<file path="src/rtl/dma_flow_pkg.sv">
`timescale 1ns/1ps
package dma_flow_pkg;
  typedef enum logic {
    XFER_TX = 1'b0,
    XFER_RX = 1'b1
  } xfer_dir_e;
endpackage

</file>
<file path="src/rtl/dma_flow_cfg.sv">
`timescale 1ns/1ps
module dma_flow_cfg
  import dma_flow_pkg::*;
#(
  parameter int FIFO_GRAIN = 16,
  parameter int MAX_FIFO   = 1024,
  parameter int MAX_BURST  = 16,
  localparam int MAX_BLK   = MAX_FIFO / FIFO_GRAIN,
  localparam int BLK_W     = $clog2(MAX_BLK + 1),
  localparam int CNT_W     = $clog2(MAX_FIFO + 1),
  localparam int BURST_W   = $clog2(MAX_BURST + 1)
) (
  input  logic               clk,
  input  logic               rst_n,
  input  logic               en,
  input  logic               we,
  input  logic [BLK_W-1:0]   blocks,
  input  logic [BURST_W-1:0] burst,
  input  logic               dir_in,
  output logic [CNT_W-1:0]   size_o,
  output logic [BURST_W-1:0] burst_o,
  output xfer_dir_e          dir_o
);
  logic [BLK_W-1:0] blk_q;
  logic             legal;

  assign legal = (blocks != '0) && (blocks <= BLK_W'(MAX_BLK)) &&
                 (burst != '0) && (burst <= BURST_W'(MAX_BURST));

  always_ff @(posedge clk or negedge rst_n) begin
    if (!rst_n) begin
      blk_q   <= BLK_W'(1);
      burst_o <= BURST_W'(1);
      dir_o   <= XFER_TX;
    end else if (we && !en && legal) begin
      blk_q   <= blocks;
      burst_o <= burst;
      dir_o   <= xfer_dir_e'(dir_in);
    end
  end

  assign size_o = CNT_W'(blk_q) * CNT_W'(FIFO_GRAIN);

  // locked while enabled
  p_cfg_locked_r9: assert property (@(posedge clk) disable iff (!rst_n)
    (we && en) |=> ($stable(size_o) && $stable(burst_o) && $stable(dir_o)));

  p_size_legal_r11: assert property (@(posedge clk) disable iff (!rst_n)
    (size_o != '0) && (size_o <= CNT_W'(MAX_FIFO)));
endmodule

</file>
<file path="src/rtl/dma_flow_credit.sv">
`timescale 1ns/1ps
module dma_flow_credit
  import dma_flow_pkg::*;
#(
  parameter int MAX_FIFO  = 1024,
  parameter int MAX_BURST = 16,
  localparam int CNT_W    = $clog2(MAX_FIFO + 1),
  localparam int BURST_W  = $clog2(MAX_BURST + 1)
) (
  input  logic               clk,
  input  logic               rst_n,
  input  logic               en,
  input  logic [CNT_W-1:0]   size,
  input  logic [BURST_W-1:0] burst,
  input  xfer_dir_e          dir,
  input  logic               strobe,
  input  logic               ready,
  input  logic               done,
  output logic               valid,
  output logic               err
);
  logic             en_q, busy;
  logic [CNT_W-1:0] cnt, cnt_nxt, take_amt;
  logic             active, rise, take, bad_grant, at_top, ovf, inc;

  assign active    = en & en_q;
  assign rise      = en & ~en_q;
  assign valid     = active & ~busy & (cnt >= CNT_W'(burst));
  assign take      = ready & valid;
  assign bad_grant = ready & ~valid;
  assign at_top    = (cnt == size);
  assign ovf       = active & strobe & at_top & ~take;
  assign inc       = active & strobe & ~ovf;
  assign take_amt  = take ? CNT_W'(burst) : '0;
  assign cnt_nxt   = cnt + CNT_W'(inc) - take_amt;

  always_ff @(posedge clk or negedge rst_n) begin
    if (!rst_n) begin
      en_q <= 1'b0;
      cnt  <= '0;
      busy <= 1'b0;
      err  <= 1'b0;
    end else begin
      en_q <= en;
      if (rise) begin
        cnt  <= (dir == XFER_RX) ? '0 : size;
        busy <= 1'b0;
        err  <= 1'b0;
      end else begin
        cnt <= cnt_nxt;
        if (take)      busy <= 1'b1;
        else if (done) busy <= 1'b0;
        if (bad_grant || ovf) err <= 1'b1;
      end
    end
  end

  p_reload_r2: assert property (@(posedge clk) disable iff (!rst_n)
    rise |=> (cnt == ((dir == XFER_RX) ? '0 : size)) && !err);

  p_no_overflow_r6: assert property (@(posedge clk) disable iff (!rst_n)
    active |-> (cnt <= size));

  p_ovf_flag_r6: assert property (@(posedge clk) disable iff (!rst_n)
    (active && strobe && at_top && !ready) |=> (err && $stable(cnt)));

  p_grant_hold_r5: assert property (@(posedge clk) disable iff (!rst_n)
    (valid && ready) |=> !valid);

  p_req_stable_r5: assert property (@(posedge clk) disable iff (!rst_n)
    (valid && !ready) |=> (valid || !en));

  p_bad_grant_r7: assert property (@(posedge clk) disable iff (!rst_n)
    (ready && !valid && !rise) |=> err);

  p_err_sticky_r8: assert property (@(posedge clk) disable iff (!rst_n)
    (err && !rise) |=> err);
endmodule

</file>
<file path="src/rtl/dma_credit_flow.sv">
`timescale 1ns/1ps
module dma_credit_flow
  import dma_flow_pkg::*;
#(
  parameter int NUM_CH     = 2,
  parameter int FIFO_GRAIN = 16,
  parameter int MAX_FIFO   = 1024,
  parameter int MAX_BURST  = 16,
  localparam int MAX_BLK   = MAX_FIFO / FIFO_GRAIN,
  localparam int BLK_W     = $clog2(MAX_BLK + 1),
  localparam int CNT_W     = $clog2(MAX_FIFO + 1),
  localparam int BURST_W   = $clog2(MAX_BURST + 1),
  localparam int SEL_W     = (NUM_CH > 1) ? $clog2(NUM_CH) : 1
) (
  input  logic               clk,
  input  logic               rst_n,
  input  logic [NUM_CH-1:0]  ch_enable,
  input  logic               cfg_we,
  input  logic [SEL_W-1:0]   cfg_sel,
  input  logic [BLK_W-1:0]   cfg_blocks,
  input  logic [BURST_W-1:0] cfg_burst,
  input  logic               cfg_dir,
  input  logic [NUM_CH-1:0]  per_strobe,
  output logic [NUM_CH-1:0]  req_valid,
  input  logic [NUM_CH-1:0]  req_ready,
  input  logic [NUM_CH-1:0]  burst_done,
  output logic [NUM_CH-1:0]  proto_err
);
  for (genvar g = 0; g < NUM_CH; g++) begin : g_ch
    logic [CNT_W-1:0]   size_w;
    logic [BURST_W-1:0] burst_w;
    xfer_dir_e          dir_w;
    logic               we_w;

    assign we_w = cfg_we && (cfg_sel == SEL_W'(g));

    dma_flow_cfg #(
      .FIFO_GRAIN(FIFO_GRAIN), .MAX_FIFO(MAX_FIFO), .MAX_BURST(MAX_BURST)
    ) u_cfg (
      .clk(clk), .rst_n(rst_n), .en(ch_enable[g]), .we(we_w),
      .blocks(cfg_blocks), .burst(cfg_burst), .dir_in(cfg_dir),
      .size_o(size_w), .burst_o(burst_w), .dir_o(dir_w)
    );

    dma_flow_credit #(
      .MAX_FIFO(MAX_FIFO), .MAX_BURST(MAX_BURST)
    ) u_credit (
      .clk(clk), .rst_n(rst_n), .en(ch_enable[g]),
      .size(size_w), .burst(burst_w), .dir(dir_w),
      .strobe(per_strobe[g]), .ready(req_ready[g]), .done(burst_done[g]),
      .valid(req_valid[g]), .err(proto_err[g])
    );
  end
endmodule

</file>
<file path="config.mk">
export PLATFORM = sky130hd
export DESIGN_NAME = dma_credit_flow
export DESIGN_NICKNAME = d
export VERILOG_FILES = /design/src/rtl/dma_flow_pkg.sv /design/src/rtl/dma_flow_cfg.sv /design/src/rtl/dma_flow_credit.sv /design/src/rtl/dma_credit_flow.sv
export SDC_FILE = /design/constraint.sdc
export NUM_CORES = 1
export LEC_CHECK = 0
export BUFFER_PORTS_ARGS = -buffer_cell sky130_fd_sc_hd__buf_4
export CAP_MARGIN = 20
export CORE_MARGIN = 2
export CORE_UTILIZATION = 55
export CTS_BUF_LIST = sky130_fd_sc_hd__clkbuf_16
export CTS_CLUSTER_DIAMETER = 120
export DETAILED_ROUTE_END_ITERATION = 12
export HOLD_SLACK_MARGIN = 0.12
export PLACE_DENSITY = 0.82
export RECOVER_POWER = 50
export SYNTH_ARGS = -nofsm -noshare
export SYNTH_HDL_FRONTEND = slang
export SYNTH_SLANG_ARGS = --single-unit
</file>
<file path="constraint.sdc">
create_clock -name clk -period 4.7 [get_ports clk]
set_clock_uncertainty 0.15 [all_clocks]
set_input_delay 1.41 -clock clk [delete_from_list [all_inputs] [get_ports clk]]
set_output_delay 1.41 -clock clk [all_outputs]
set_load 0.01 [all_outputs]
</file>
==> results of run 1 <==
==> area by class of cell <==
type	count	share of cell area
repair buffers	35	0.0572
clock inverters	3	0.00645
flip-flops and latches	54	0.304
multi-input cells	291	0.540
well taps	99	0.0278
clock buffers	5	0.0280
inverters	44	0.0370
==> metrics by stage <==
| step | hold slack, ns | cell area (um2) | instances |
|---|---|---|---|
| floorplan | 0.329 | 4030 | 405 |
| global placement | 0.342 | 4310 | 523 |
| global route | 0.381 | 4460 | 531 |
| finish | 0.365 | 4460 | 531 |
| CTS | 0.369 | 4460 | 531 |
| detailed placement | 0.351 | 4310 | 523 |
==> layout by cell type (no fill, tap or decap), types with 4 or more instances in the layout <==
master	n
mux2_2	16
nor3_1	7
nor3b_1	4
nor4b_1	6
nand2_1	21
and3_1	4
dfstp_2	4
o211ai_1	6
clkbuf_16	5
inv_1	44
and2_1	6
xor2_1	12
ha_1	54
o21ai_0	14
nand2b_1	4
nor2_1	12
buf_4	33
a211oi_1	10
nor2b_1	8
xnor2_1	15
o21a_1	4
mux2_4	10
nand3_1	10
a311oi_1	4
dfrtp_1	50
a21oi_1	22
==> where the power goes <==
| part | switching [mW] | total, mW | internal [mW] | leakage, nW |
|---|---|---|---|---|
| registers | 0.159 | 0.800 | 0.642 | 0.655 |
| logic | 1.02 | 1.90 | 0.872 | 1.38 |
| clock network | 0.190 | 0.395 | 0.205 | 0.0763 |
| total | 1.37 | 3.09 | 1.72 | 2.11 |
==> what timing repair did <==
action / CTS / global route
hold buffers: 0 / 0
resized for setup: 0 / 2
setup endpoints to repair: 0 / 1
==> flip-flops by register name, summed over array words and instances (netlist names) <==
signal / count
g_ch.u_cfg.blk_q: 14
g_ch.u_cfg.burst_o: 10
g_ch.u_cfg.dir_o: 2
g_ch.u_credit.busy: 2
g_ch.u_credit.cnt: 22
g_ch.u_credit.en_q: 2
g_ch.u_credit.err: 2
==> final timing paths <==
check / start / slack (ns) / endpoint / cells past startpoint
max: ch_enable[1] / 0.29 / g_ch[1].u_credit.cnt[10]$_DFF_PN0_ / 13
min reg2reg: g_ch[0].u_cfg.dir_o$_DFFE_PN0P_ / 0.36 / g_ch[0].u_cfg.dir_o$_DFFE_PN0P_ / 1
max reg2reg: g_ch[1].u_cfg.burst_o[1]$_DFFE_PN0P_ / 0.31 / g_ch[1].u_credit.cnt[10]$_DFF_PN0_ / 16
min in group asynchronous: rst_n / 1.89 / g_ch[1].u_credit.cnt[0]$_DFF_PN0_ / 1
min: g_ch[0].u_cfg.dir_o$_DFFE_PN0P_ / 0.36 / g_ch[0].u_cfg.dir_o$_DFFE_PN0P_ / 1
max in group asynchronous: rst_n / 0.86 / g_ch[1].u_cfg.blk_q[5]$_DFFE_PN0P_ / 1
==> logic make-up after synthesis <==
| logic type | count (synthesis) | share of synthesized area |
|---|---|---|
| multiplexers | 28 | 0.0869 |
| flip-flops | 54 | 0.337 |
| XOR/XNOR | 27 | 0.0587 |
| AO/OA/AOI/OAI | 79 | 0.131 |
| adder cells (fa/ha/maj) | 56 | 0.178 |
| buffers and inverters | 60 | 0.0677 |
| AND/OR/NAND/NOR | 101 | 0.142 |
==> layer usage <==
layer / GRT usage / vias to the layer above
met2: 0.416 / 71
met3: 0.0475 / 21
met5: 0 / -
li1: - / 1492
met4: 0.0936 / 0
met1: 0.309 / 1536
==> impl_metrics.csv, run 1 <==
group,metric,value,unit
layout,layout_utilization,0.622,
timing,final_hold_viol_count,0,
synthesis,synthArstFlopShare,1.00,
setup_path,critical_path.max_fanout,6,
detailed_routing,drtPass1Iterations,4,
place,io_buffer_count,28,
setup_path,cp_slowest_stage_delay,0.55,ns
synthesis,synth_cell_type_count,51,
place,post-place-ws,0.0920,ns
timing,slew_headroom,-0.938,
detailed_routing,detailroute.wirelength.met3,299,um
synthesis,synth_seq_area_share,0.337,
synthesis,synth-warning-count,0,
place,hpwl,7060,um
pwr,power_density,693,nW/um2
layout,area_growth,10.7,%
global_routing,grt_pass1_wl,15000,um
pwr,p_total,3.09,mW
clocking,cts_tree,"yes",
layout,seq_area,1360,um2
synthesis,ys_top_cells_by_area,"dfrtp_1, ha_1, mux2_2, inv_1, mux2_4",
detailed_routing,dr_total_vias,3120,
global_routing,maximum_number_of_pins_on_one_net_before_global_route_repair,55,
pwr,power.leakage,2.11,nW
detailed_routing,avgRoutedWirePerCell,17.4,um
detailed_routing,final_antenna_net_count,0,
timing,report.final.slew_viol_count,55,
setup_path,critical-path-top-delay-family,"compound AO/OA/AOI/OAI gates",
synthesis,synth_area_leader_cell,"dfrtp_1",
timing,worst_slew_pin_slew,2.91,ns
detailed_routing,totalWireLength,9220,um
clocking,cts.root.buffer_cell,"clkbuf_16",
layout,layout.nets,512,
pwr,ir_drop,377,uV
die,fp.dieArea,8030,um2
die,starting_density,0.562,
job,maxCapViolations,1,
place,gp_congestion,0.912,
global_routing,grt.overflow.total,0,
global_routing,global_route.usage.total,0.245,
clocking,cts_made_buffers,5,
synthesis,synth-seq-cells,54,
layout,fill_cells,582,
setup_path,worstPathRequired,4.74,ns
setup_path,timing.setup.critical_path_class,"in2reg",
outcome,status,"finished, violations left",
clocking,ctsHtreeMaxLevel,2,
setup_path,critical-path-slowest-cell,"a2111oi_0",
timing,tns,0,ns
clocking,cts.reportedPaths.clkPinSlew,0.08,ns
detailed_routing,violation_count_after_the_first_detailed_route_iteration,154,
die,dieHeight,89.6,um
global_routing,grt_antenna_before_repair,0,
timing,layout_min_cycle_time,4.41,ns
synthesis,mappedNetlistArea,4030,um2
detailed_routing,number_of_vias_per_cell_after_detailed_routing,5.88,
die,die-width,89.6,um
die,num_io_pins,29,
clocking,cts.repair_timing.setup_buffer_count,0,
timing,layout_setup_ws,0.293,ns
clocking,clock-sinks,54,
outcome,violations,"max-capacitance violations, max-slew violations",
layout,drive_gt1_frac,0.178,
synthesis,netlist.area_leader.share,0.310,
setup_path,cp-end-kind,"flop",
timing,setup_viol,0,
setup_path,critical_path_cell_list,"clkbuf_1 -> nand2_1 -> a2111oi_1 -> and2_1 -> ha_1 -> inv_1 -> ha_1 -> fa_1 -> a211oi_1 -> o21bai_1 -> a2111oi_0 -> mux2i_1 -> nand2_1",
timing,timing.fmax,227,MHz
die,fp-row-count,31,
detailed_routing,met2_length,4650,um
global_routing,vias_in_the_first_global_route,3131,
synthesis,synthTopCellsByCount,"ha_1, dfrtp_1, inv_1",
timing,layout_worst_path_cycle_share,0.938,
die,floorplan.core_area,7180,um2
layout,multiInputGateArea,2410,um2
detailed_routing,detail_route.drc_violations,0,
synthesis,yosysMostFrequentCell,"ha_1",
synthesis,syn-num-nets,486,
synthesis,synth_top_flop_cell,"dfrtp_1",
setup_path,cp-start-kind,"primary input",
clocking,cts_buffer_depth,2,
detailed_routing,highest-signal-layer,"met4",
setup_path,critical_path_buf_inv_count,2,
hold_path,hold_path.class,"reg2reg",
layout,insertedDiodeCount,0,
detailed_routing,met1Wirelength,4070,um
synthesis,average_size_of_a_mapped_cell,9.95,um2
synthesis,synthCells,405,
synthesis,synth-edff-count,0,
setup_path,critPathArrivalTime,4.45,ns
timing,unrepaired_setup_endpoints_after_global_routing,"no",
clocking,clk-insertion-delay-late,0.30,ns
No activity file was read; power rests on OpenSTA's default activity.
==> run 2, diff against run 1 <==
CORE_ASPECT_RATIO = 1.2   (was not set)
CORE_UTILIZATION = 65   (was 55)
PLACE_DENSITY = 0.9   (was 0.82)
clock period = 5.5 ns   (was 4.7 ns; I/O delays follow)
==> run 2 against run 1 <==
The flow still finishes with violations (max-capacitance violations, max-slew violations). Clock-buffer cell count did not move. Global-route usage rose by 4.6 points. Design area fell by 1.7%. Sequential share of layout area rose by 0.54 points. Setup slack improved by 0.28 ns. Die area fell by 15%. Register-to-register slack improved by 0.53 ns. Sequential cell count did not move. Final cell count fell by 4.0%. Clock power fell by 21%. Core utilization rose by 11 points. Critical path depth did not move. Highest routed layer unchanged.
==> impl_metrics.csv, run 2 (synthesis gave the netlist of run 1 again) <==
group,metric,value,unit
detailed_routing,detail_route.drc_violations,0,
setup_path,regToRegEndpoint,"g_ch[0].u_credit.cnt[10]$_DFF_PN0_",
detailed_routing,totalWireLength,9230,um
outcome,violations,"max-capacitance violations, max-slew violations",
clocking,cts.repair_timing.setup_buffer_count,0,
die,fp.dieArea,6850,um2
clocking,cts.reportedPaths.clkPinSlew,0.07,ns
detailed_routing,avgRoutedWirePerCell,18.1,um
place,post-place-ws,0.344,ns
clocking,cts_tree,"yes",
clocking,ctsHtreeMaxLevel,2,
place,io_buffer_count,28,
detailed_routing,final_antenna_net_count,0,
timing,setup_viol,0,
die,starting_density,0.670,
layout,regMostFlops,"g_ch.u_credit.cnt",
setup_path,timing.setup.critical_path_class,"in2reg",
die,die-width,75.9,um
layout,insertedDiodeCount,0,
global_routing,global_route.usage.total,0.292,
layout,largest_registers,"g_ch.u_credit.cnt (22), g_ch.u_cfg.blk_q (14), g_ch.u_cfg.burst_o (10)",
die,num_io_pins,29,
layout,drive_gt1_frac,0.161,
job,maxCapViolations,1,
layout,layout.nets,508,
die,dieHeight,90.3,um
timing,tns,0,ns
pwr,power.leakage,2.08,nW
clocking,cts_made_buffers,5,
place,hpwl,7280,um
hold_path,min_delay_path_depth,1,
timing,slew_headroom,-0.916,
timing,layout_worst_path_cycle_share,0.896,
setup_path,cp-end-kind,"flop",
layout,flip_flop_count_of_the_largest_register_after_layout,22,
global_routing,grt.overflow.total,0,
timing,unrepaired_setup_endpoints_after_global_routing,"no",
die,fp-row-count,31,
pwr,ir_drop,367,uV
setup_path,critical_path.max_fanout,6,
layout,layout_commonest_cell,"ha_1",
clocking,clock-sinks,54,
clocking,cts.root.buffer_cell,"clkbuf_16",
clocking,clk-insertion-delay-late,0.29,ns
detailed_routing,dr_total_vias,3113,
hold_path,hp-start,"g_ch[0].u_cfg.dir_o$_DFFE_PN0P_",
hold_path,hold_path.class,"reg2reg",
layout,mostFrequentLayoutCells,"ha_1, dfrtp_1, inv_1",
detailed_routing,number_of_vias_per_cell_after_detailed_routing,6.10,
global_routing,grt_antenna_before_repair,0,
pwr,power_density,593,nW/um2
timing,report.final.slew_viol_count,55,
global_routing,vias_in_the_first_global_route,3320,
setup_path,rr_worst_depth,16,
global_routing,maximum_number_of_pins_on_one_net_before_global_route_repair,55,
setup_path,timing.rr.start,"g_ch[0].u_cfg.burst_o[1]$_DFFE_PN0P_",
setup_path,critPathArrivalTime,4.96,ns
detailed_routing,violation_count_after_the_first_detailed_route_iteration,187,
timing,layout_min_cycle_time,4.93,ns
clocking,cts_buffer_depth,2,
global_routing,grt_pass1_wl,15300,um
place,gp_congestion,0.983,
clocking,cts_hold_buf,0,
layout,area_growth,8.79,%
setup_path,cp-start-kind,"primary input",
hold_path,whs_endpoint,"g_ch[0].u_cfg.dir_o$_DFFE_PN0P_",
clocking,cts-resized-gates,0,
setup_path,setup.reg_to_reg.worst_slack,0.84,ns
outcome,status,"finished, violations left",
timing,timing.fmax,203,MHz
timing,final_hold_viol_count,0,
setup_path,worstPathRequired,5.53,ns
detailed_routing,drtPass1Iterations,5,
die,floorplan.core_area,6010,um2
timing,layout_setup_ws,0.573,ns
timing,worst_slew_pin_slew,2.87,ns
-- run 2: critical path: stages --
cell       delay, ns
clkbuf_1        0.19
nand2_1         0.10
a2111oi_1       0.66
and2_1          0.24
ha_1            0.13
inv_1           0.04
ha_1            0.21
fa_1            0.42
a211oi_1        0.31
o21bai_1        0.17
a2111oi_0       0.53
mux2i_1         0.24
nand2_1         0.06
-- run 2: worst max path at each step --
| stage | startpoint | to | slack [ns] | depth (start not counted) |
|---|---|---|---|---|
| finish | ch_enable[0] | g_ch[0].u_credit.cnt[10]$_DFF_PN0_ | 0.57 | 13 |
| detailed placement | ch_enable[0] | g_ch[0].u_credit.cnt[10]$_DFF_PN0_ | 0.34 | 13 |
| global route | ch_enable[0] | g_ch[0].u_credit.cnt[10]$_DFF_PN0_ | 0.20 | 13 |
| floorplan | req_ready[1] | g_ch[1].u_credit.cnt[10]$_DFF_PN0_ | 0.60 | 12 |
| global placement | ch_enable[0] | g_ch[0].u_credit.cnt[10]$_DFF_PN0_ | 0.48 | 13 |
| CTS | ch_enable[0] | g_ch[0].u_credit.cnt[10]$_DFF_PN0_ | 0.66 | 13 |
-- run 2: power breakdown --
part	internal (mW)	switching [mW]
Sequential	0.549	0.132
Clock	0.165	0.146
Combinational	0.732	0.875
Total	1.45	1.15
-- run 2: final cells by class --
| class | count | area (um2) |
|---|---|---|
| inverters | 44 | 165 |
| fillers | 437 | 1630 |
| flip-flops and latches | 54 | 1360 |
| well taps | 82 | 103 |
| clock inverters | 3 | 12.5 |
| repair buffers | 31 | 221 |
| clock buffers | 5 | 125 |
| multi-input cells | 291 | 2400 |
-- run 2: through the flow --
stage          total power [mW]  instance area [um2]  utilization  cells  hold WS [ns]
2_1_floorplan              1.88                 4030            -    405         0.329
3_5_place_dp               2.27                 4260        0.708    502         0.351
6_report                   2.60                 4380        0.729    510         0.379
4_1_cts                    2.59                 4400        0.731    510         0.380
3_3_place_gp               2.19                 4260        0.708    502         0.338
5_1_grt                    2.82                 4380        0.729    510         0.406
-- run 2: metal layers --
layer	vias up	track usage	wire [um]
li1	1480	-	-
met1	1522	0.350	3670
met2	85	0.510	4970
met3	26	0.0379	294
met4	0	0.113	298
met5	-	0	0
==> run 3, diff against run 2 <==
clock period = 6.33 ns   (was 5.5 ns; I/O delays follow)
==> run 3 against run 2 <==
Global-route usage increased by 0.58 points. Die area unchanged. The run still ends with max-capacitance violations, max-slew violations left. Largest cell class unchanged. Critical path type unchanged. First-iteration DRC count decreased by 5.9%. Highest routed layer unchanged. Sequential power decreased by 13%.
==> impl_metrics.csv, run 3 (synthesis gave the netlist of run 1 again) <==
group,metric,value,unit
die,floorplan.core_area,6010,um2
hold_path,whs_endpoint,"g_ch[1].u_cfg.dir_o$_DFFE_PN0P_",
detailed_routing,detail_route.drc_violations,0,
setup_path,cp-start-kind,"primary input",
clocking,cts_made_buffers,5,
die,starting_density,0.670,
clocking,clk-insertion-delay-late,0.29,ns
timing,tns,0,ns
die,fp-row-count,31,
detailed_routing,violation_count_after_the_first_detailed_route_iteration,176,
clocking,cts_hold_buf,0,
timing,final_hold_viol_count,0,
layout,fill_cells,451,
global_routing,grt_pass1_wl,15600,um
clocking,cts.repair_timing.setup_buffer_count,0,
place,post_dp_cell_area,4260,um2
detailed_routing,dr_total_vias,3122,
setup_path,critical-path-slowest-cell,"a2111oi_0",
layout,flip_flop_count_of_the_largest_register_after_layout,22,
setup_path,critical_path_buf_inv_count,3,
outcome,status,"finished, violations left",
global_routing,global_route.usage.total,0.297,
die,die-width,75.9,um
detailed_routing,drtPass1Iterations,4,
clocking,clock-sinks,54,
detailed_routing,avgRoutedWirePerCell,18.4,um
setup_path,setup.reg_to_reg.worst_slack,1.58,ns
setup_path,worstPathRequired,6.36,ns
place,gp_congestion,0.921,
global_routing,grt.overflow.total,0,
layout,drive_gt1_frac,0.164,
timing,unrepaired_setup_endpoints_after_global_routing,"no",
setup_path,rr_worst_depth,17,
timing,layout_worst_path_cycle_share,0.812,
clocking,cts_buffer_depth,2,
timing,timing.fmax,195,MHz
die,fp.dieArea,6850,um2
global_routing,grt_antenna_before_repair,0,
global_routing,vias_in_the_first_global_route,3321,
hold_path,min_delay_path_depth,1,
timing,layout_min_cycle_time,5.14,ns
detailed_routing,number_of_vias_per_cell_after_detailed_routing,6.12,
hold_path,hp-start,"g_ch[1].u_cfg.dir_o$_DFFE_PN0P_",
pwr,power.leakage,2.09,nW
setup_path,regToRegEndpoint,"g_ch[1].u_credit.cnt[10]$_DFF_PN0_",
timing,worst_slew_pin_slew,2.99,ns
detailed_routing,totalWireLength,9380,um
clocking,ctsHtreeMaxLevel,2,
clocking,cts.root.buffer_cell,"clkbuf_16",
layout,layout_commonest_cell,"ha_1",
clocking,cts-resized-gates,0,
die,num_io_pins,29,
die,dieHeight,90.3,um
layout,area_growth,9.50,%
timing,slew_headroom,-0.993,
setup_path,critPathArrivalTime,5.17,ns
layout,layout.nets,508,
pwr,power_density,524,nW/um2
setup_path,critical_path.max_fanout,8,
setup_path,cp_slowest_stage_delay,0.63,ns
pwr,ir_drop,332,uV
place,io_buffer_count,28,
outcome,violations,"max-capacitance violations, max-slew violations",
timing,setup_viol,0,
clocking,cts.reportedPaths.clkPinSlew,0.07,ns
job,maxCapViolations,1,
setup_path,critical-path-top-delay-family,"compound AO/OA/AOI/OAI gates",
timing,report.final.slew_viol_count,55,
clocking,cts_tree,"yes",
setup_path,timing.rr.start,"g_ch[1].u_cfg.burst_o[1]$_DFFE_PN0P_",
place,hpwl,7070,um
detailed_routing,final_antenna_net_count,0,
global_routing,maximum_number_of_pins_on_one_net_before_global_route_repair,55,
setup_path,critical_path_cell_list,"clkbuf_1 -> nand2_1 -> a2111oi_1 -> buf_4 -> and2_1 -> ha_1 -> inv_1 -> ha_1 -> fa_1 -> a211oi_1 -> o21bai_1 -> a2111oi_0 -> mux2i_1 -> nand2_1",
setup_path,cp-end-kind,"flop",
layout,largest_registers,"g_ch.u_credit.cnt (22), g_ch.u_cfg.blk_q (14), g_ch.u_cfg.burst_o (10)",
setup_path,timing.setup.critical_path_class,"in2reg",
layout,regMostFlops,"g_ch.u_credit.cnt",
layout,insertedDiodeCount,0,
layout,mostFrequentLayoutCells,"ha_1, dfrtp_1, inv_1",
layout,final_area,4410,um2
hold_path,hold_path.class,"reg2reg",
==> run 3: cell count changes in the layout (fill, tap and decap cells not counted) <==
cell,change
clkinv_1,-1
clkinv_2,-1
bufinv_16,+1
clkinvlp_4,+1
==> run 3: layer usage <==
| metal | up-vias | wire length [um] | track usage |
|---|---|---|---|
| met2 | 79 | 5050 | 0.511 |
| li1 | 1483 | - | - |
| met5 | - | 0 | 0 |
| met3 | 30 | 309 | 0.0569 |
| met4 | 0 | 348 | 0.123 |
| met1 | 1530 | 3680 | 0.350 |
==> run 3: worst register-to-register path: stages, from the launching register on <==
cell,delay [ns]
dfrtp_1,0.42
inv_1,0.07
ha_1,0.35
and4b_1,0.24
and4_1,0.19
o211ai_1,0.11
a2111oi_1,0.46
buf_4,0.23
and2_1,0.14
ha_1,0.12
inv_1,0.04
ha_1,0.21
fa_1,0.43
a211oi_1,0.33
o21bai_1,0.17
a2111oi_0,0.63
mux2i_1,0.27
nand2_1,0.06
==> run 3: power by group <==
group	switching, mW	internal (mW)	total, mW	leakage, nW
registers	0.114	0.477	0.591	0.655
clock network	0.131	0.186	0.316	0.0812
logic	0.770	0.636	1.41	1.36
==> run 3: cell type report <==
| cell class | instances | area, um2 | share of cell area |
|---|---|---|---|
| flip-flops and latches | 54 | 1360 | 0.307 |
| multi-input cells | 291 | 2400 | 0.544 |
| inverters | 44 | 165 | 0.0374 |
| clock buffers | 5 | 125 | 0.0284 |
| clock inverters | 3 | 41.3 | 0.00936 |
| repair buffers | 31 | 221 | 0.0502 |
| well taps | 82 | 103 | 0.0232 |
==> run 3: worst max-delay path by stage <==
stage	from	endpoint	slack, ns	depth (start not counted)
6_report	ch_enable[1]	g_ch[1].u_credit.cnt[10]$_DFF_PN0_	1.19	14
5_1_grt	ch_enable[1]	g_ch[1].u_credit.cnt[10]$_DFF_PN0_	0.98	14
4_1_cts	ch_enable[1]	g_ch[1].u_credit.cnt[10]$_DFF_PN0_	1.35	14
3_5_place_dp	ch_enable[1]	g_ch[1].u_credit.cnt[10]$_DFF_PN0_	1.18	14
3_3_place_gp	ch_enable[0]	g_ch[0].u_credit.cnt[10]$_DFF_PN0_	1.27	14
2_1_floorplan	req_ready[1]	g_ch[1].u_credit.cnt[10]$_DFF_PN0_	1.18	12
==> run 3: through the flow <==
stage | hold WS [ns] | setup WS [ns] | instances | power [mW] | util
finish | 0.367 | 1.19 | 510 | 2.31 | 0.734
global route | 0.389 | 0.984 | 510 | 2.50 | 0.734
CTS | 0.371 | 1.35 | 510 | 2.30 | 0.736
detailed placement | 0.355 | 1.18 | 502 | 1.97 | 0.708
global placement | 0.339 | 1.27 | 502 | 1.89 | 0.708
floorplan | 0.329 | 1.18 | 405 | 1.64 | -
